File: config.mk
export PLATFORM = sky130hd
export DESIGN_NAME = ram_ptr_top
export DESIGN_NICKNAME = d
export VERILOG_FILES = /design/src/rtl/ram_ptr_pkg.sv /design/src/rtl/ram_ptr_ctrl.sv /design/src/rtl/ram_ptr_dpath.sv /design/src/rtl/ram_ptr_top.sv
export SDC_FILE = /design/constraint.sdc
export NUM_CORES = 1
export LEC_CHECK = 0
export BUFFER_PORTS_ARGS = -buffer_cell sky130_fd_sc_hd__buf_2
export CORE_MARGIN = 2
export CORE_UTILIZATION = 47
export DETAILED_ROUTE_END_ITERATION = 16
export PLACE_DENSITY = 0.77
export RECOVER_POWER = 100
export SETUP_SLACK_MARGIN = 0.3
export SLEW_MARGIN = 0
export SYNTH_ARGS = -nofsm -noshare
export SYNTH_HDL_FRONTEND = slang
export SYNTH_HIERARCHICAL = 1
export SYNTH_SLANG_ARGS = --single-unit
File: constraint.sdc
create_clock -name clk -period 1.85 [get_ports clk]
set_clock_uncertainty 0.15 [all_clocks]
set_input_delay 0.37 -clock clk [delete_from_list [all_inputs] [get_ports clk]]
set_output_delay 0.37 -clock clk [all_outputs]
set_load 0.1 [all_outputs]
File: src/rtl/ram_ptr_pkg.sv
package ram_ptr_pkg;
  typedef struct packed {
    logic loadX;
    logic loadY;
    logic advance;
    logic capture;
  } ptr_strobes_t;
endpackage

File: src/rtl/ram_ptr_ctrl.sv
module ram_ptr_ctrl
  import ram_ptr_pkg::*;
#(
  parameter int COLS  = 84,
  parameter int BANKS = 6,
  localparam int COL_W  = $clog2(COLS),
  localparam int BANK_W = $clog2(BANKS)
) (
  input  logic              clk,
  input  logic              rstN,
  input  logic              setXValid,
  input  logic [COL_W-1:0]  setXValue,
  input  logic              setYValid,
  input  logic [BANK_W-1:0] setYValue,
  input  logic              dataStrobe,
  output ptr_strobes_t      strb,
  output logic              wrEn
);
  logic legalX, legalY;

  always_comb begin
    legalX       = int'(setXValue) < COLS;
    legalY       = int'(setYValue) < BANKS;
    strb.loadX   = setXValid && legalX;
    strb.loadY   = setYValid && legalY;
    // a legal set in the strobe cycle takes precedence over the step
    strb.advance = dataStrobe && !strb.loadX && !strb.loadY;
    strb.capture = dataStrobe;
  end

  always_ff @(posedge clk) begin
    if (!rstN) wrEn <= 1'b0;
    else       wrEn <= dataStrobe;
  end
endmodule

File: src/rtl/ram_ptr_dpath.sv
module ram_ptr_dpath
  import ram_ptr_pkg::*;
#(
  parameter int COLS  = 84,
  parameter int BANKS = 6,
  localparam int COL_W  = $clog2(COLS),
  localparam int BANK_W = $clog2(BANKS)
) (
  input  logic              clk,
  input  logic              rstN,
  input  ptr_strobes_t      strb,
  input  logic [COL_W-1:0]  setXValue,
  input  logic [BANK_W-1:0] setYValue,
  input  logic              mirrorX,
  output logic [COL_W-1:0]  wrCol,
  output logic [BANK_W-1:0] wrBank
);
  localparam logic [COL_W-1:0]  LAST_COL  = COL_W'(COLS - 1);
  localparam logic [BANK_W-1:0] LAST_BANK = BANK_W'(BANKS - 1);

  logic [COL_W-1:0]  curX, nextX, physX;
  logic [BANK_W-1:0] curY, nextY;
  logic              colWrap;

  always_comb begin
    colWrap = (curX == LAST_COL);
    nextX   = curX;
    nextY   = curY;
    if (strb.advance) begin
      nextX = colWrap ? '0 : curX + 1'b1;
      if (colWrap) nextY = (curY == LAST_BANK) ? '0 : curY + 1'b1;
    end
    if (strb.loadX) nextX = setXValue;
    if (strb.loadY) nextY = setYValue;
    physX = mirrorX ? (LAST_COL - curX) : curX;
  end

  always_ff @(posedge clk) begin
    if (!rstN) begin
      curX   <= '0;
      curY   <= '0;
      wrCol  <= '0;
      wrBank <= '0;
    end else begin
      curX <= nextX;
      curY <= nextY;
      if (strb.capture) begin
        wrCol  <= physX;
        wrBank <= curY;
      end
    end
  end
endmodule

File: src/rtl/ram_ptr_top.sv
module ram_ptr_top
  import ram_ptr_pkg::*;
#(
  parameter int COLS  = 84,
  parameter int BANKS = 6,
  localparam int COL_W  = $clog2(COLS),
  localparam int BANK_W = $clog2(BANKS)
) (
  input  logic              clk,
  input  logic              rstN,
  input  logic              setXValid,
  input  logic [COL_W-1:0]  setXValue,
  input  logic              setYValid,
  input  logic [BANK_W-1:0] setYValue,
  input  logic              dataStrobe,
  input  logic              mirrorX,
  output logic              wrEn,
  output logic [COL_W-1:0]  wrCol,
  output logic [BANK_W-1:0] wrBank
);
  ptr_strobes_t strb;

  ram_ptr_ctrl #(.COLS(COLS), .BANKS(BANKS)) u_ctrl (
    .clk(clk), .rstN(rstN),
    .setXValid(setXValid), .setXValue(setXValue),
    .setYValid(setYValid), .setYValue(setYValue),
    .dataStrobe(dataStrobe), .strb(strb), .wrEn(wrEn)
  );

  ram_ptr_dpath #(.COLS(COLS), .BANKS(BANKS)) u_dpath (
    .clk(clk), .rstN(rstN), .strb(strb),
    .setXValue(setXValue), .setYValue(setYValue),
    .mirrorX(mirrorX), .wrCol(wrCol), .wrBank(wrBank)
  );
endmodule

# Yosys cells after proc, flatten, opt, wreduce, memory -nomap -nowiden
# Cells that the tools add are included.
# totals
reg_bits,21
in_bits,16
output_inout_bits,11
elab_cells,30
# op_classes
add_sub_neg,3
magnitude_cmp,2
n_eq_ne,2
muxes,8
n_reduce_logical,10
# ops
op,n
$mux 7,4
$mux 3,4
$add 7x1->7 const B,1
$eq 7x7->1 const B,1
$lt 7x7->1 const B,1
$sub 7x7->7 const A,1
$reduce_bool 2->1,3
$logic_and 1x1->1,4
$add 3x1->3 const B,1
$eq 3x3->1 const B,1
$lt 3x3->1 const B,1
$logic_not 1->1,2
$reduce_and 2->1,1

# Depth between registers and ports, before layout
# logic_depth
word_depth,7
ltp_mapped,7
ltp_nobuf,6

# Hierarchy
# The synthesis kept the hierarchy.
# modules_own_cells
module,n_inst,cells_per_inst,area_each_um2,seq_area_each_um2
ram_ptr_dpath,1,126,1062.3,400.4
ram_ptr_ctrl,1,9,83.8,20.0

# Worst setup path before layout
# No wires, ideal clock.
# synth_timing
path_kind,input to register
start,in setYValid
end,reg u_dpath.curY[0]
setup_time_ps,119
arrival_time_ps,1506
required_time_ps,1581
path_slack_ps,75
path_stages,7
n_path_buf,1
cell_sequence,a21boi_1 a311oi_2 buf_2 inv_1 nor3_1 xnor2_1 a21oi_1
# synth_lines
element,line,rtl
from (decl),ram_ptr_top.sv:13,"input logic setYValid,"
to (signal assigned),ram_ptr_dpath.sv:46,curY <= nextY;
to (decl),ram_ptr_dpath.sv:22,"logic [BANK_W-1:0] curY, nextY;"

# Worst setup path in the final report
# layout_timing
start,reg u_dpath.curX[3]
end,reg u_dpath.curX[3]
# layout_between
elab_chain_cells,4
word_cells_on_any_way,5
cone_classes,add/sub (1); eq/ne (1); mux (3)
# layout_lines
element,line,rtl
from (decl),ram_ptr_dpath.sv:21,"logic [COL_W-1:0] curX, nextX, physX;"
from (signal assigned),ram_ptr_dpath.sv:45,curX <= nextX;
$add 7x1->7 or $eq 7x7->1 (tied branches),"ram_ptr_dpath.sv:30, ram_ptr_dpath.sv:26",
$mux 7 *,ram_ptr_dpath.sv:30,nextX = colWrap ? '0 : curX + 1'b1;
$mux 7 *,ram_ptr_dpath.sv:29,if (strb.advance) begin
$mux 7 *,ram_ptr_dpath.sv:33,if (strb.loadX) nextX = setXValue;
# Every way passes the cells marked *; elsewhere a longest branch is shown, timed or not. The select of a mux whose other input is x is not followed.
# A chain may end at the register's enable or synchronous reset.

==> results.txt <==
status - complete, no violations
placed cells - 185
vias in the first global route - 988
DP Wirelength - 2020 um
via-per-instance ratio - 5.63
unrepaired setup endpoints after global routing - true
Worst Setup Start Kind - flip-flop
syn_nets - 154
largest net degree at the start of global routing - 18
Mean Syn Cell Area - 8.49 um^2
Final ANT Viol Nets - 0
final slew viol count - 0
Reg area - 427 um^2
fill count - 196
DIE WIDTH - 53.4 um
simple-gate share of the synthesized area - 17.8%
first-pass GRT wire length - 4510 um
post-synth cell types - 36
CTS Sinks - 21
Rows - 17
CTS tree - yes
clock-pin slew on the worst setup and hold paths - 0.11 ns
total number of vias - 1104
share of cells above drive strength 1 - 36.9%
# Max-Cap Violations - 0
post-route setup TNS - 0 ns
Routed WL per cell - 15.3 um
CP Data Arrival Time - 1.80 ns
Clock Tree Buf Depth - 2
antenna violations before repair - 0
Peak VDD IR - 0.471 mV
multi-input logic area - 717 um^2
Hold Vio Cnt, Final - 0
Final period util - 92.5%
largest family of logic cells by synthesized area - compound AO/OA/AOI/OAI gates
Hold Path Depth - 3
Total Wirelength - 2990 um
Worst-Skew Late Latency - 0.30 ns
Starting DRT DRC Count - 43
Layout Nets - 188
final worst slack - 0.138 ns
DIE AREA - 2850 um^2
Core ar. - 2250 um^2
Gate Count Post-Synth - 135
Reg2Reg Depth - 6
final hold slack - 0.152 ns
first-pass iteration count of the detailed router - 4
post-place setup slack - -0.0441 ns
area delta synth->final - 27.6%
CP required - 1.94 ns
Adder-Cell Fraction of Synth Area - 3.28%
Power per Cell Area - 738 nW/um^2
f_max - 584 MHz
area share of xor/xnor cells in the synthesized design - 6.11%
Synth Area in Compound Gates - 23.6%
Ys Warns - 6
mux cell area share after synthesis - 5.24%
ANT cells - 0
Total GRT Usage - 22.1%
Layout Utilization - 64.9%
CTS root buffer - clkbuf_4
Yosys reg bits - 21
minimum clock period - 1.71 ns
Pleak - 0.605 nW
Critical R2R Launch - u_dpath/curX[3]
hold path startpoint - setXValue[0]
port buffer count - 26
CP Class - flip-flop to flip-flop
non-filler cells, final - 196
Num CTS Buffers - 3
Slew HR - 50.7%
measured slew at the worst slew-check pin - 0.739 ns
CP Max Fanout - 7
CP endpoint kind - flip-flop
num ports - 27
Final Instance Area - 1460 um^2
area post-placement - 1330 um^2
CTS HTree Levels - 1
global route total overflow - 0
gpl congestion - 0.929
Post-Syn Area - 1150 um^2
starting density of the core - 50.8%
DRC errors left - 0
sequential fraction of the synthesis area - 36.7%
Pwr Total - 1.08 mW
Final setup viols - 0
Die Height - 53.4 um
Min-Delay Path Class - input pin to flip-flop
CP startpoint - u_dpath/curX[3]
worst max-delay path: stages, from the launching register on:
cell and delay [ns]:
dfxtp_1 0.42, inv_4 0.06, ha_4 0.17, and4b_1 0.30, a21oi_4 0.23, nand4_1 0.14
a31oi_1 0.18
final cells by class:
class	count	area share, %
sequential	21	29.2
inverter	8	2.40
multi-input combinational	96	49.0
tap	28	2.40
timing repair buffer	39	15.2
clock buffer	4	1.80
cell usage in the layout (no fill, tap or decap), drive strengths merged:
cell type   n
nand2       7
o32a        1
nor3        2
nand3b      2
buf        25
and4        1
and3        2
dfxtp      21
xnor2       4
nor2       13
nor3b       1
nand4       2
and4b       1
a21boi      1
clkbuf     18
a31oi       5
nand4b      1
ha          3
a21oi      11
and2        3
o211ai      2
nor2b       1
o21ai      12
nand3       2
mux2i       6
inv         8
xor2        4
a311oi      1
a32oi       1
a211oi      6
o22ai       1
logic make-up (layout without fill, tap and decap cells):
| logic type | after synthesis | after routing |
|---|---|---|
| adder cells (fa/ha/maj) | 3 | 3 |
| AO/OA/AOI/OAI | 41 | 41 |
| multiplexers | 6 | 6 |
| AND/OR/NAND/NOR | 38 | 38 |
| XOR/XNOR | 8 | 8 |
| buffers and inverters | 18 | 51 |
| flip-flops | 21 | 21 |
flip-flops by register name, summed over array words and instances (netlist names):
name and flops:
u_dpath/curX 7, u_dpath/wrCol 7, u_ctrl/wrEn 1, u_dpath/wrBank 3, u_dpath/curY 3
cell usage after synthesis, drive strengths merged:
master | number | share of area, %
dfxtp | 21 | 37
nor2 | 13 | 4.3
o21ai | 12 | 5.2
a21oi | 11 | 5.8
inv | 8 | 2.6
nand2 | 7 | 2.3
a211oi | 6 | 3.9
mux2i | 6 | 5.2
a31oi | 5 | 2.7
buf | 5 | 2.9
clkbuf | 5 | 1.7
xnor2 | 4 | 3.1
xor2 | 4 | 3.1
and2 | 3 | 1.6
ha | 3 | 3.3
and3 | 2 | 1.3
nand3 | 2 | 0.87
nand3b | 2 | 1.3
nand4 | 2 | 1.1
nor3 | 2 | 0.87
o211ai | 2 | 1.7
a21boi | 1 | 0.66
a311oi | 1 | 1.3
a32oi | 1 | 0.76
and4 | 1 | 0.87
and4b | 1 | 0.87
nand4b | 1 | 0.76
nor2b | 1 | 0.55
nor3b | 1 | 1.1
o22ai | 1 | 0.55
o32a | 1 | 0.87
worst paths after layout:
kind,slack (ns),endpoint
max,0.14,u_dpath/curX[3]
min,0.15,u_dpath/curX[0]
max reg2reg,0.14,u_dpath/curX[3]
min reg2reg,0.34,u_dpath/wrCol[3]
repair_timing:
item / in CTS / in global routing
gates resized for setup: 22 / 11
buffers inserted: 4 / 3
pin swaps: 4 / 7
endpoints found under the setup margin: 19 / 9
hold buffers: 0 / 0
report_power, final:
| group | total [mW] | internal, mW | switching, mW | leakage (nW) |
|---|---|---|---|---|
| Combinational | 0.342 | 0.112 | 0.230 | 0.416 |
| Sequential | 0.518 | 0.485 | 0.0324 | 0.175 |
| Clock | 0.220 | 0.0841 | 0.136 | 0.0150 |
layer usage:
layer	vias to the layer above	wire length, um	GRT usage (%)
li1	548	-	-
met1	503	1240	26.9
met2	44	1510	39.3
met3	9	178	3.39
met4	0	62	6.41
met5	-	0	0
Power figures use the tool's default switching activity.
